===== src/rtl/uart_rf_pkg.sv =====
package uart_rf_pkg;

    localparam int DW     = 8;
    localparam int AW     = 3;
    localparam int NSRC   = 4;
    localparam int DIV_W  = 2 * DW;

    typedef enum logic [AW-1:0] {
        A_DATA = 3'd0,
        A_MASK = 3'd1,
        A_IDENT = 3'd2,
        A_LCTL = 3'd3,
        A_MCTL = 3'd4,
        A_LSTAT = 3'd5,
        A_MSTAT = 3'd6,
        A_SCRATCH = 3'd7
    } rf_addr_e;

    // index into the pending vector equals the identification code
    typedef enum logic [1:0] {
        SRC_MODEM = 2'b00,
        SRC_TXE   = 2'b01,
        SRC_RXD   = 2'b10,
        SRC_LINE  = 2'b11
    } int_src_e;

    typedef struct packed {
        logic rbr_rd;
        logic thr_wr;
        logic txe_ack;
        logic lsr_rd;
        logic msr_rd;
    } side_fx_t;

    typedef struct packed {
        logic loop;
        logic out2;
        logic out1;
        logic rts;
        logic dtr;
    } mctl_t;

    function automatic logic [DW-1:0] ident_code(input logic [NSRC-1:0] pend);
        logic [DW-1:0] code;
        code = 8'h01;
        for (int i = 0; i < NSRC; i++) begin
            if (pend[i]) code = {5'b0, 2'(i), 1'b0};
        end
        return code;
    endfunction

endpackage


===== src/rtl/uart_rf_cfg.sv =====
module uart_rf_cfg
    import uart_rf_pkg::*;
(
    input  logic             clk,
    input  logic             rst,
    input  logic [AW-1:0]    addr,
    input  logic             wr,
    input  logic [DW-1:0]    wdata,
    output logic [NSRC-1:0]  ier,
    output logic [DW-1:0]    lcr,
    output mctl_t            mcr,
    output logic [DW-1:0]    scr,
    output logic [DIV_W-1:0] divisor
);
    logic dlab;
    assign dlab = lcr[DW-1];

    always_ff @(posedge clk) begin
        if (rst) begin
            ier     <= '0;
            lcr     <= '0;
            mcr     <= '0;
            scr     <= '0;
            divisor <= '0;
        end else if (wr) begin
            case (rf_addr_e'(addr))
                A_DATA:    if (dlab) divisor[DW-1:0] <= wdata;
                A_MASK: begin
                    if (dlab) divisor[DIV_W-1:DW] <= wdata;
                    else      ier <= wdata[NSRC-1:0];
                end
                A_LCTL:    lcr <= wdata;
                A_MCTL:    mcr <= mctl_t'(wdata[$bits(mctl_t)-1:0]);
                A_SCRATCH: scr <= wdata;
                default: ;
            endcase
        end
    end
endmodule


===== src/rtl/uart_rf_stat.sv =====
module uart_rf_stat
    import uart_rf_pkg::*;
(
    input  logic            clk,
    input  logic            rst,
    input  side_fx_t        fx,
    input  logic            rx_valid,
    input  logic [DW-1:0]   rx_byte,
    input  logic [3:0]      line_err,
    input  logic            thr_empty,
    input  logic [3:0]      modem_in,
    input  mctl_t           mcr,
    output logic [DW-1:0]   rbr,
    output logic            data_rdy,
    output logic [3:0]      errs,
    output logic            thre,
    output logic            txe_flag,
    output logic [DW-1:0]   msr
);
    logic [3:0] pins_eff, pins_q, delta;

    // loopback: {dcd, ri, dsr, cts} <= {out2, out1, dtr, rts}
    assign pins_eff = mcr.loop ? {mcr.out2, mcr.out1, mcr.dtr, mcr.rts} : modem_in;
    assign msr      = {pins_q, delta};

    always_ff @(posedge clk) begin
        if (rst) begin
            rbr      <= '0;
            data_rdy <= 1'b0;
            errs     <= '0;
            thre     <= 1'b0;
            txe_flag <= 1'b0;
            pins_q   <= '0;
            delta    <= '0;
        end else begin
            if (rx_valid) begin
                rbr      <= rx_byte;
                data_rdy <= 1'b1;
            end else if (fx.rbr_rd) begin
                data_rdy <= 1'b0;
            end

            errs <= (fx.lsr_rd ? 4'b0 : errs) | line_err;

            if (thr_empty)      thre <= 1'b1;
            else if (fx.thr_wr) thre <= 1'b0;

            if (thr_empty)                     txe_flag <= 1'b1;
            else if (fx.thr_wr || fx.txe_ack)  txe_flag <= 1'b0;

            pins_q <= pins_eff;
            delta  <= (fx.msr_rd ? 4'b0 : delta) | (pins_eff ^ pins_q);
        end
    end
endmodule


===== src/rtl/uart_rf_intc.sv =====
module uart_rf_intc
    import uart_rf_pkg::*;
(
    input  logic [NSRC-1:0] ier,
    input  logic [3:0]      errs,
    input  logic            data_rdy,
    input  logic            txe_flag,
    input  logic [3:0]      delta,
    output logic [NSRC-1:0] pend,
    output logic            irq,
    output logic [DW-1:0]   iir
);
    always_comb begin
        pend            = '0;
        pend[SRC_LINE]  = ier[2] && (|errs);
        pend[SRC_RXD]   = ier[0] && data_rdy;
        pend[SRC_TXE]   = ier[1] && txe_flag;
        pend[SRC_MODEM] = ier[3] && (|delta);
    end

    assign irq = |pend;
    assign iir = ident_code(pend);
endmodule


===== src/rtl/uart_regfront.sv =====
module uart_regfront
    import uart_rf_pkg::*;
(
    input  logic             clk,
    input  logic             rst,
    input  logic [AW-1:0]    addr,
    input  logic             rd,
    input  logic             wr,
    input  logic [DW-1:0]    wdata,
    output logic [DW-1:0]    rdata,
    output logic             irq,
    input  logic             rx_valid,
    input  logic [DW-1:0]    rx_byte,
    input  logic [3:0]       line_err,
    input  logic             thr_empty,
    input  logic             tx_idle,
    output logic             tx_load,
    output logic [DW-1:0]    tx_data,
    input  logic [3:0]       modem_in,
    output logic [3:0]       modem_out,
    output logic [DIV_W-1:0] divisor,
    output logic [DW-1:0]    line_ctrl
);
    logic [NSRC-1:0] ier_q, pend;
    logic [DW-1:0]   lcr_q, scr_q, rbr_q, msr_w, iir_w, lsr_w;
    mctl_t           mcr_q;
    logic            dlab, data_rdy, thre, txe_flag, loop_on;
    logic [3:0]      errs;
    side_fx_t        fx;

    assign dlab    = lcr_q[DW-1];
    assign loop_on = mcr_q.loop;

    always_comb begin
        fx         = '0;
        fx.rbr_rd  = rd && (addr == A_DATA) && !dlab;
        fx.thr_wr  = wr && (addr == A_DATA) && !dlab;
        fx.txe_ack = rd && (addr == A_IDENT) && (iir_w == 8'h02);
        fx.lsr_rd  = rd && (addr == A_LSTAT);
        fx.msr_rd  = rd && (addr == A_MSTAT);
    end

    uart_rf_cfg u_cfg (
        .clk(clk), .rst(rst), .addr(addr), .wr(wr), .wdata(wdata),
        .ier(ier_q), .lcr(lcr_q), .mcr(mcr_q), .scr(scr_q), .divisor(divisor)
    );

    uart_rf_stat u_stat (
        .clk(clk), .rst(rst), .fx(fx), .rx_valid(rx_valid), .rx_byte(rx_byte),
        .line_err(line_err), .thr_empty(thr_empty), .modem_in(modem_in),
        .mcr(mcr_q), .rbr(rbr_q), .data_rdy(data_rdy), .errs(errs),
        .thre(thre), .txe_flag(txe_flag), .msr(msr_w)
    );

    uart_rf_intc u_intc (
        .ier(ier_q), .errs(errs), .data_rdy(data_rdy), .txe_flag(txe_flag),
        .delta(msr_w[3:0]), .pend(pend), .irq(irq), .iir(iir_w)
    );

    assign lsr_w = {1'b0, tx_idle, thre, errs, data_rdy};

    always_comb begin
        case (rf_addr_e'(addr))
            A_DATA:    rdata = dlab ? divisor[DW-1:0] : rbr_q;
            A_MASK:    rdata = dlab ? divisor[DIV_W-1:DW] : {4'b0, ier_q};
            A_IDENT:   rdata = iir_w;
            A_LCTL:    rdata = lcr_q;
            A_MCTL:    rdata = {3'b0, mcr_q};
            A_LSTAT:   rdata = lsr_w;
            A_MSTAT:   rdata = msr_w;
            default:   rdata = scr_q;
        endcase
    end

    assign tx_load   = fx.thr_wr;
    assign tx_data   = wdata;
    assign line_ctrl = lcr_q;
    assign modem_out = loop_on ? 4'b0 : {mcr_q.out2, mcr_q.out1, mcr_q.rts, mcr_q.dtr};
endmodule


===== config.mk =====
export PLATFORM = sky130hd
export DESIGN_NAME = uart_regfront
export DESIGN_NICKNAME = d
export VERILOG_FILES = /design/src/rtl/uart_rf_pkg.sv /design/src/rtl/uart_rf_cfg.sv /design/src/rtl/uart_rf_stat.sv /design/src/rtl/uart_rf_intc.sv /design/src/rtl/uart_regfront.sv
export SDC_FILE = /design/constraint.sdc
export NUM_CORES = 1
export LEC_CHECK = 0
export BUFFER_PORTS_ARGS = -buffer_cell sky130_fd_sc_hd__buf_2
export CORE_ASPECT_RATIO = 0.9
export CORE_UTILIZATION = 54
export DETAILED_ROUTE_END_ITERATION = 6
export MAX_ROUTING_LAYER = met4
export PLACE_DENSITY = 0.81
export REMOVE_ABC_BUFFERS = 1
export SETUP_SLACK_MARGIN = 0.1
export SLEW_MARGIN = 10
export SYNTH_ARGS = -nofsm -noshare
export SYNTH_HDL_FRONTEND = slang
export SYNTH_HIERARCHICAL = 1
export SYNTH_SLANG_ARGS = --single-unit

===== constraint.sdc =====
create_clock -name clk -period 2.2 [get_ports clk]
set_input_delay 0 -clock clk [delete_from_list [all_inputs] [get_ports clk]]
set_output_delay 0 -clock clk [all_outputs]
set_load 0.05 [all_outputs]

After elaboration in Yosys (flattened, before gate mapping)
Index checks and enable logic that the tools add are counted.
{"block": "totals", "reg_bits": 64, "latchBits": 0, "mem_bits_rw": 0, "mem_bits_ro": 0, "input_bits": 34, "out_inout_bits": 46, "wordCells": 73, "mem_count": 0}
{"block": "classes", "n_addsub": 0, "n_mul": 0, "n_div": 0, "order_cmp": 0, "eq_ne": 8, "n_shift": 0, "muxes": 17, "bitwise": 4, "n_reduce_logical": 27}
{"operator": "$pmux W8 S7", "count": 1}
{"operator": "$mux W4", "count": 4}
{"operator": "$mux W8", "count": 2}
{"operator": "$eq A3 B3 Y1 const B", "count": 4}
{"operator": "$logic_and A1 B1 Y1", "count": 12}
{"operator": "$reduce_or A4 Y1", "count": 3}
{"operator": "$reduce_and A3 Y1", "count": 3}
{"operator": "$eq A8 B2 Y1 const B", "count": 1}
{"operator": "$or A4 B4 Y4", "count": 2}
{"operator": "$mux W1", "count": 7}
{"operator": "$eq A3 B2 Y1 const B", "count": 2}
{"operator": "$mux W3", "count": 2}
{"operator": "$reduce_and A2 Y1", "count": 3}
{"operator": "$reduce_bool A2 Y1", "count": 3}
{"operator": "$xor A4 B4 Y4", "count": 1}
{"operator": "$eq A3 B1 Y1 const B", "count": 1}
{"operator": "$logic_not A3 Y1", "count": 1}
{"operator": "$mux W2", "count": 1}
{"operator": "$logic_not A1 Y1", "count": 1}
{"operator": "$logic_or A1 B1 Y1", "count": 1}
{"operator": "$not A1 Y1", "count": 1}

Longest topological paths before layout
Gate-level depths: netlist of the first run.
{"block": "depth", "ltp_word": 11, "mapped_depth": 8, "ltp_nobuf": 8}

Modules after synthesis
The synthesis of the first run kept the hierarchy.
{"mod": "uart_rf_cfg", "n_inst": 1, "cells_per_inst": 168, "area_per_inst_um2": 1606.5, "seq_area_each_um2": 820.8}
{"mod": "uart_rf_stat", "n_inst": 1, "cells_per_inst": 81, "area_per_inst_um2": 805.8, "seq_area_each_um2": 460.4}
{"mod": "uart_regfront", "n_inst": 1, "cells_per_inst": 118, "area_per_inst_um2": 788.3, "seq_area_each_um2": 0.0}
{"mod": "uart_rf_intc", "n_inst": 1, "cells_per_inst": 18, "area_per_inst_um2": 131.4, "seq_area_each_um2": 0.0}

Worst setup path after synthesis of the first run
No wires, ideal clock.
{"block": "synth_path", "path_kind": "register to register", "startpoint": "reg u_cfg.lcr[7]", "endpoint": "reg u_stat.txe_flag", "setup_time_ps": 128, "t_arrival_ps": 2554, "t_required_ps": 2072, "slack_ps": -481, "path_stages_with_launch": 7, "path_buffers": 2, "synth_period_minus_slack_ps": 2681, "cell_sequence": "dfxtp_1 -> buf_4 -> buf_2 -> nor3b_1 -> nor2_1 -> a21oi_1 -> nor2_1"}
{"block": "synth_between", "elab_chain_len": 4}
{"item": "from (decl)", "line": "uart_rf_cfg.sv:10", "text": "output logic [DW-1:0] lcr,"}
{"item": "from (signal assigned)", "line": "uart_rf_cfg.sv:32", "text": "A_LCTL: lcr <= wdata;"}
{"item": "$logic_not A1 Y1", "line": "uart_regfront.sv:37", "text": "fx.thr_wr = wr && (addr == A_DATA) && !dlab;"}
{"item": "$logic_and A1 B1 Y1", "line": "uart_regfront.sv:37"}
{"item": "net tx_load", "line": "uart_regfront.sv:17", "text": "output logic tx_load,"}
{"item": "$logic_or A1 B1 Y1", "line": "uart_rf_stat.sv:49", "text": "else if (fx.thr_wr || fx.txe_ack) txe_flag <= 1'b0;"}
{"item": "$reduce_bool A2 Y1 (no line)"}
{"item": "to (signal assigned)", "line": "uart_rf_stat.sv:32", "text": "txe_flag <= 1'b0;"}
{"item": "to (signal assigned)", "line": "uart_rf_stat.sv:48", "text": "if (thr_empty) txe_flag <= 1'b1;"}
{"item": "to (signal assigned)", "line": "uart_rf_stat.sv:49"}
{"item": "to (decl)", "line": "uart_rf_stat.sv:17", "text": "output logic txe_flag,"}
The timed path passes the listed nets, and every way through them passes these cells.
A chain may end at the register's enable or synchronous reset.

Final worst setup path of the first run
{"block": "layout_path", "startpoint": "reg u_stat.errs[1]", "endpoint": "out rdata[0]"}
{"block": "layout_between", "elab_chain_len": 4}
{"item": "from (decl)", "line": "uart_rf_stat.sv:15", "text": "output logic [3:0] errs,"}
{"item": "from (signal assigned)", "line": "uart_rf_stat.sv:43", "text": "errs <= (fx.lsr_rd ? 4'b0 : errs) | line_err;"}
{"item": "$reduce_or A4 Y1", "line": "uart_rf_intc.sv:15", "text": "pend[SRC_LINE] = ier[2] && (|errs);"}
{"item": "$logic_and A1 B1 Y1", "line": "uart_rf_intc.sv:15"}
{"item": "$mux W3", "line": "uart_rf_pkg.sv:47", "text": "if (pend[i]) code = {5'b0, 2'(i), 1'b0};"}
{"item": "net iir_w[0]", "line": "uart_regfront.sv:25", "text": "logic [DW-1:0] lcr_q, scr_q, rbr_q, msr_w, iir_w, lsr_w;"}
{"item": "$pmux W8 S7", "line": "uart_regfront.sv:63", "text": "case (rf_addr_e'(addr))"}
{"item": "to (decl)", "line": "uart_regfront.sv:10", "text": "output logic [DW-1:0] rdata,"}
The timed path passes the listed nets, and every way through them passes these cells.

==> results of run 1 <==
==> state kept, by name, summed over array words and instances (netlist names), 5 cells and up <==
name,count
u_stat/rbr,8
u_cfg/divisor,16
u_cfg/mcr,5
u_cfg/lcr,8
u_cfg/scr,8
==> layout make-up <==
cell class | instances | area [um^2] | area share [%]
multi-input combinational | 276 | 1800 | 43.6
sequential | 64 | 1290 | 31.2
timing repair buffer | 113 | 744 | 18.1
clock buffer | 10 | 138 | 3.34
tap | 70 | 87.6 | 2.13
clock inverter | 6 | 35.0 | 0.851
inverter | 8 | 30.0 | 0.729
==> stage by stage <==
step | worst slack [ns] | utilization (%) | total power, mW | std cells
CTS | 0.118 | 70.5 | 2.56 | 546
global route | 0.0179 | 71.1 | 2.67 | 547
detailed placement | 0.294 | 63.0 | 1.65 | 504
finish | 0.148 | 71.1 | 2.57 | 547
floorplan | -0.407 | - | 1.46 | 348
global placement | 0.382 | 63.0 | 1.64 | 504
==> per-layer routing <==
layer | vias up | global-route usage (%)
met5 | - | -
met4 | 0 | 9.66
met3 | 17 | 8.67
met2 | 147 | 45.3
met1 | 1520 | 40.0
li1 | 1489 | -
==> placed cells by master (no fill, tap or decap), types with 4 or more instances in the layout <==
cell type,count
sky130_fd_sc_hd__nand2b_1,34
sky130_fd_sc_hd__o22ai_1,4
sky130_fd_sc_hd__mux2i_1,52
sky130_fd_sc_hd__clkinv_2,4
sky130_fd_sc_hd__nand2_1,46
sky130_fd_sc_hd__nor2_1,35
sky130_fd_sc_hd__o32a_1,5
sky130_fd_sc_hd__buf_2,76
sky130_fd_sc_hd__conb_1,5
sky130_fd_sc_hd__dfxtp_1,62
sky130_fd_sc_hd__buf_4,8
sky130_fd_sc_hd__dlygate4sd3_1,25
sky130_fd_sc_hd__inv_1,8
sky130_fd_sc_hd__a21oi_1,31
sky130_fd_sc_hd__o21ai_0,8
sky130_fd_sc_hd__xor2_1,4
sky130_fd_sc_hd__clkbuf_8,10
sky130_fd_sc_hd__nor2b_1,6
==> worst max path at each step <==
stage	slack (ns)	startpoint	to
after floorplan	-0.41	u_cfg/lcr[7]	u_stat/txe_flag
after global placement	0.38	u_stat/errs[1]	u_stat/txe_flag
after detailed placement	0.29	u_stat/errs[1]	u_stat/txe_flag
after CTS	0.12	u_stat/errs[2]	rdata[1]
after global routing	0.02	u_stat/errs[1]	rdata[0]
final	0.15	u_stat/errs[1]	rdata[0]
==> power groups by stage <==
stage               clock [mW]  combinational [mW]  sequential, mW
floorplan                    0               0.201            1.26
global placement             0               0.385            1.26
detailed placement           0               0.389            1.26
CTS                      0.899               0.426            1.23
global route             0.963               0.474            1.24
finish                   0.890               0.445            1.23
==> timing repair <==
action / in CTS / in global routing
setup buffers: 1 / 1
endpoints found under the hold margin: 45 / 0
hold buffers: 25 / 0
endpoints found under the setup margin: 1 / 4
pin swaps: 1 / 6
gates resized for setup: 3 / 11
==> worst reg2reg max path, delay by kind of cell (launching register included) <==
family	cells	cell delay [ns]
AO/OA/AOI/OAI	2	0.63
flip-flops	1	0.35
AND/OR/NAND/NOR	6	0.85
==> summary by stage, run 1 <==
Power
In this run switching power makes up between 20% and 30% of total power. Summed over all nets, the switching power comes to 0.769 mW. The fraction of power consumed by sequential logic is 48.0%.

The analysis attributes to cell leakage a power of 1.78 nW. Power spread over the standard cell area amounts to a little over 600 nW/um^2. Cell internal power was estimated by the tool at ~1.8 mW.

The clock network is responsible for 34.7% of the overall power. In this run, the combinational gates consume 17.3% of the power. The largest vdd supply drop is 0.000431 V.

Worst setup path
STA classifies the critical path startpoint as a register. The largest stage delay on the critical path is 0.45 ns. In this design, the largest share of critical-path delay is due to compound AO/OA/AOI/OAI gates. The worst flop-to-flop path endpoint is u_stat/txe_flag. The depth of the critical timing path with buffers and inverters included is 6.

The start-to-end type of the worst setup path is register to primary output. For this design, the slowest cell found on the critical path is sky130_fd_sc_hd__o41ai_4. The element type at the critical path end is a primary output. In this run the worst path has a maximum fanout of 4. The worst setup slack for register-to-register paths is 0.23 ns.

The data arrival time of the critical path is around 2.1 ns. The count of buffering cells on the critical path with inverters included is 1. The cell count of the worst reg-to-reg path is 8. The worst register-to-register path begins at u_stat/errs[1]. Data on the critical path is required at its endpoint by 2.20 ns. Traced cell by cell, the critical path runs through o41ai_4 > and4_1 > a22oi_2 > nor2_1 > o32a_1 > buf_6.

GRT
The via count of the first global-routing pass was around 2,800. The total overflow left after global routing is 0. The initial antenna violation count is 0. The pin count of the biggest net entering global routing is 43.

The global router's overall resource usage is between 30% and 40%. The global-route wire length before repair is 14,600 um.

Floorplan
The full die area is 6470 um^2. For this configuration, the core starts out at a cell density of 57.3%. The number of placement rows is 26. The die is 84.7 um wide. The core region is 5790 um^2. The number of I/O pins is 80.

The vertical extent of the die is around 76 um.

Finish
0 antenna diodes ended up in the layout. The number of nets at the end of the flow is slightly above 500. Summing all non-filler instances in the final layout gives an area of 4120 um^2. The layout has 456 filler cells. The area overhead of the layout relative to synthesis is 24.0%. The share of final-layout standard cells stronger than drive strength 1 is 24.1%.

Worst hold path
In this run the most critical hold path is launched from rx_valid. In this run the worst hold path is classified as primary input to register. The worst hold path was traced through 3 stages.

The worst hold path terminates at u_stat/data_rdy.

Route
Before antenna repair, the detailed router went through 7 iterations. The final antenna-violating net count is 0. The length of routed met2 wiring is 4290 um. For this block, the routed nets add up to 9230 um of wire. The starting DRC count in detailed routing is 275. In the routed design, unresolved DRC markers number 6. In the detailed route, the total length drawn on met3 is between 700 and 800 um.

The detailed router used layers up to and including met4. The average via count per standard cell is about 5.8. The met1 routed wirelength after detailed routing is roughly 4100 um. The detail-routed net length per standard cell is 16.9 um. The total vias in the final route is 3,173.

Place
The post-place instance area is 3650 um^2. Port buffering added 79 buffers. The placed wire-length estimate is 6240 um. Routability-driven placement finished with a final weighted congestion of 0.928.

Clock network
In this run the deepest clock path goes through 2 buffers. In this run the clock root is driven by a sky130_fd_sc_hd__clkbuf_8. For this design, the sink count on the clock tree is between 60 and 70. The clock tree synthesis step divided the H-tree into 3 levels. Clock-pin slew was measured on the worst setup and hold paths at 0.07 ns. The number of buffers inserted during clock tree synthesis is 9. The CTS tree is yes.

The latest clock arrival within the worst-skew pair is 0.35 ns.

Flow run
Max-cap violations in this run came to 0.

Yosys
The synthesized netlist cell count is 382. The mapped netlist covers about 3300 um^2. The count of yosys warnings during synthesis is 6. The synthesized area per cell is 8.69 um^2.

STA
Summed over all failing endpoints, the final setup total negative slack is 0 ns. The top achievable clock speed is 0.487 GHz. Subtracting the final worst setup slack from the clock period gives 2.05 ns.

The number of endpoints with negative hold slack in the final report came to 0. In the finished design, the share of the clock period the worst path needs comes to between 90% and 100%. The normalized max-slew margin is 54.4%. The tightest hold path in the finished design has a slack of around 0.092 ns. The slew of the pin with the lowest slew margin is 0.685 ns. Setup violations remaining at the end of the flow were counted as 0. The count of pins over their slew limit is 0. Setup repair after global routing could not meet its margin everywhere. The worst clock skew on the final layout is 0.00351 ns.

Outcome
The final reports fail on DRC. The run finished, with violations left.
No activity file was read; power rests on OpenSTA's default activity.
==> run 2, diff against run 1 <==
- CORE_UTILIZATION: 54 -> 53
- SYNTH_HIERARCHICAL: 1 -> not set
==> run 2 against run 1 <==
Net effect: the flow now finishes without violations; die area shrank 4.4%; sequential share of layout area up 1.7 points; global-route usage increased by 2.2 points.
==> summary by stage, run 2 <==
Worst setup path
The worst setup path is captured at a primary output. The worst flop-to-flop path endpoint is u_stat.txe_flag. Counting cells, the worst reg-to-reg path comes to 6. The timing endpoint of the critical path is rdata[3]. The launch point of the worst reg-to-reg path is u_cfg.lcr[7].

At the worst endpoint, the arrival time is between 2 and 2.5 ns. The worst setup path is of the register to primary output kind. Of all nets on the critical path, the largest fanout is 12. Tracing the worst setup path back leads to its startpoint at u_cfg.lcr[7]. Across all register-to-register paths, the minimum setup slack is roughly 0.66 ns. For the worst setup path, the data required time is about 2.2 ns. The category of the worst setup path launch point is a register.

Route
The detail-routed net length per standard cell is about 17 um. The first-pass iteration count of the detailed router is 6. The first routing iteration left 335 violations. The detailed router placed 3,062 vias in this run.

The average via count per standard cell is around 5.8. The final layout contains routed wiring with a total length of 8960 um. The final antenna-violating net count is 0.

In the routed design, unresolved DRC markers number 0.

GRT
The via count of the first global-routing pass is roughly 2,800. The sum of overflow across all layers after global routing is 0. The global-route wire length before repair is 14,100 um. The initial antenna violation count is 0. Entering global routing, the biggest net connects 37 pins. The global router's overall resource usage is about a third.

Yosys
sky130_fd_sc_hd__dfxtp_1 is the most common cell in the netlist. Dividing the synthesized area by the synthesized cell count gives 8.50 um^2. After synthesis, the largest area contributor takes up 41.2% of total cell area. Sorting the synthesized cells by area gives the leading types as sky130_fd_sc_hd__dfxtp_1 41%, sky130_fd_sc_hd__mux2i_1 15%, sky130_fd_sc_hd__nor2_1 6.6%. The count of distinct cell types in the synthesized netlist is between 50 and 60. By count the netlist is led by 64 x sky130_fd_sc_hd__dfxtp_1, 55 x sky130_fd_sc_hd__nor2_1, 54 x sky130_fd_sc_hd__nand2_1, 47 x sky130_fd_sc_hd__mux2i_1, 32 x sky130_fd_sc_hd__a21oi_1. The number of enable flip-flop cells after synthesis is 0. The Yosys step of the flow raised 0 warnings. Summing the sequential cell areas from Yosys gives 41.2% of the chip area. For this run, the leading register cell type out of synthesis is sky130_fd_sc_hd__dfxtp_1. For this run, asynchronously set or reset flops after synthesis account for 0%. The synthesized netlist cell count is around 370. After synthesis the cells add up to 3110 um^2. Of all cell types, the one taking the most synthesized area is sky130_fd_sc_hd__dfxtp_1. The flip-flop and latch count after synthesis is 64.

Flow run
The count of maximum capacitance violations is 0.

Place
The number of buffers inserted by port buffering is just under 80. The placed wire-length estimate is 5920 um. Routability-driven placement finished with a final weighted congestion of 0.937.

The number of placed instances, taps included is 488.

Clock network
The clock tree buffer depth is 2. The clock-pin slew on the worst setup and hold paths is 0.06 ns. The CTS tree is yes. The latest clock arrival within the worst-skew pair is 0.35 ns. The number of buffers inserted during clock tree synthesis is 9. The tree built by TritonCTS fans out to 64 sinks. The clock tree root buffer cell is sky130_fd_sc_hd__clkbuf_8. The H-tree generated during clock tree synthesis spans 3 levels.

Power
In this run the static leakage power is around 1.8 nW. Dividing total power by cell area gives a power density of 659 nW/um^2. Across the VDD grid, the largest voltage drop is between 0.0005 and 0.0006 V. The total power is between 2 and 3 mW.

Finish
The register area is 1280 um^2. The layout has 483 filler cells. The area overhead of the layout relative to synthesis is 25.2%.

Excluding fillers, the count of instances in the completed layout stands at 528. The register name with the most flops is u_cfg.divisor. The most frequent standard cell in the layout excluding fill and tap cells is sky130_fd_sc_hd__buf_2. The multi-input combinational cell area is roughly 1600 um^2. The library cells used most frequently in the layout, excluding fill and tap cells, are 78 x sky130_fd_sc_hd__buf_2, 63 x sky130_fd_sc_hd__dfxtp_1, 55 x sky130_fd_sc_hd__nor2_1. The post-route netlist has 23.4% of its cells at a drive strength greater than 1. The number of flip-flops in the largest register is 16.

The number of nets at the end of the flow is 489. The antenna cell count is 0.

Floorplan
The number of placement rows is 26. Once the floorplan was initialized, standard cells occupied a little over half of the core. The number of I/O pins is 80. The x dimension of the die is 82.8 um.

The die is 74.7 um tall. The floorplan step defined a die boundary enclosing 6180 um^2. The total area inside the core boundary comes to 5660 um^2.

STA
Setup repair after global routing left no endpoint under its margin. The final setup TNS is 0 ns. Derived from the worst setup path, the maximum achievable clock frequency is roughly 0.49 GHz.

The worst pin sits at a relative slew slack of around 54%. Between clock sinks in the finished design, the worst skew comes to 0.00597 ns. The number of endpoints with negative hold slack in the final report is 0. Setup violations remaining at the end of the flow were counted as 0.

The final cycle utilization of the critical path is 92.2%. The slew of the pin with the lowest slew margin is slightly below 0.7 ns. The count of pins over their slew limit is 0. The clock period minus worst slack is roughly 2.0 ns.

Outcome
The run finished with clean final reports.

Worst hold path
The worst hold path belongs to the class primary input to register. The number of stages on the worst hold path is 4.
-- run 2: how the worst min path moves through the flow --
stage | from | slack [ns] | end
3_5_place_dp | line_err[0] | 0.22 | u_stat.errs[0]
5_1_grt | rd | 0.03 | u_stat.data_rdy
6_report | rd | 0.04 | u_stat.data_rdy
3_3_place_gp | line_err[0] | 0.21 | u_stat.errs[0]
4_1_cts | rd | 0.02 | u_stat.data_rdy
2_1_floorplan | wdata[0] | 0 | tx_data[0]
-- run 2: per-layer routing --
layer | share of wire (%) | vias to the layer above | GRT usage (%)
met5 | 0 | - | -
met4 | 2.6 | 0 | 10.3
met3 | 8.7 | 25 | 11.5
met2 | 45 | 170 | 48.5
met1 | 44 | 1428 | 41.4
li1 | - | 1439 | -
-- run 2: what timing repair did --
| item | in CTS | in global routing |
|---|---|---|
| hold buffers | 25 | 0 |
| hold endpoints to repair | 44 | 0 |
| setup endpoints to repair | 3 | 1 |
| buffers inserted | 0 | 1 |
| gates resized for setup | 1 | 2 |
| pin swaps | 0 | 1 |
-- run 2: kinds of logic (layout without fill, tap and decap cells) --
family	count (synthesis)	in the layout	share of synthesized area, %
and+or+nand+nor	143	143	21.3
AOI/OAI and AO/OA	68	68	13.9
DFF	64	64	41.2
muxes	50	50	16.2
buffers and inverters	39	131	6.88
xor gates and xnor gates	2	2	0.563
-- run 2: worst max-delay path, cell delays in order, from the launching register on --
cell,delay [ns]
sky130_fd_sc_hd__dfxtp_2,0.46
sky130_fd_sc_hd__buf_4,0.26
sky130_fd_sc_hd__inv_1,0.10
sky130_fd_sc_hd__o2111ai_1,0.18
sky130_fd_sc_hd__a21oi_1,0.09
sky130_fd_sc_hd__o32a_1,0.37
sky130_fd_sc_hd__buf_2,0.22
-- run 2: layout make-up --
type                    count  area share [%]
multi-input cells         263            41.5
flip-flops and latches     64            32.9
repair buffers            111            18.3
clock buffers              14            4.43
well taps                  70            2.25
inverters                   6           0.578
-- run 2: power by group --
| part | leakage (nW) | switching, mW | internal (mW) |
|---|---|---|---|
| Clock | 0.0886 | 0.427 | 0.490 |
| Combinational | 1.19 | 0.271 | 0.147 |
| Sequential | 0.523 | 0.0340 | 1.20 |
| Total | 1.80 | 0.733 | 1.84 |
-- run 2: metrics by stage --
step           worst slack [ns]  hold slack [ns]  utilization [%]  area, um^2
3_3_place_gp              0.478            0.209             61.1        3460
4_1_cts                   0.134           0.0178             68.6        3880
6_report                  0.172           0.0406             68.8        3890
3_5_place_dp              0.429            0.216             61.1        3460
2_1_floorplan           -0.0872                0                -        2920
5_1_grt                  0.0931           0.0343             68.8        3890
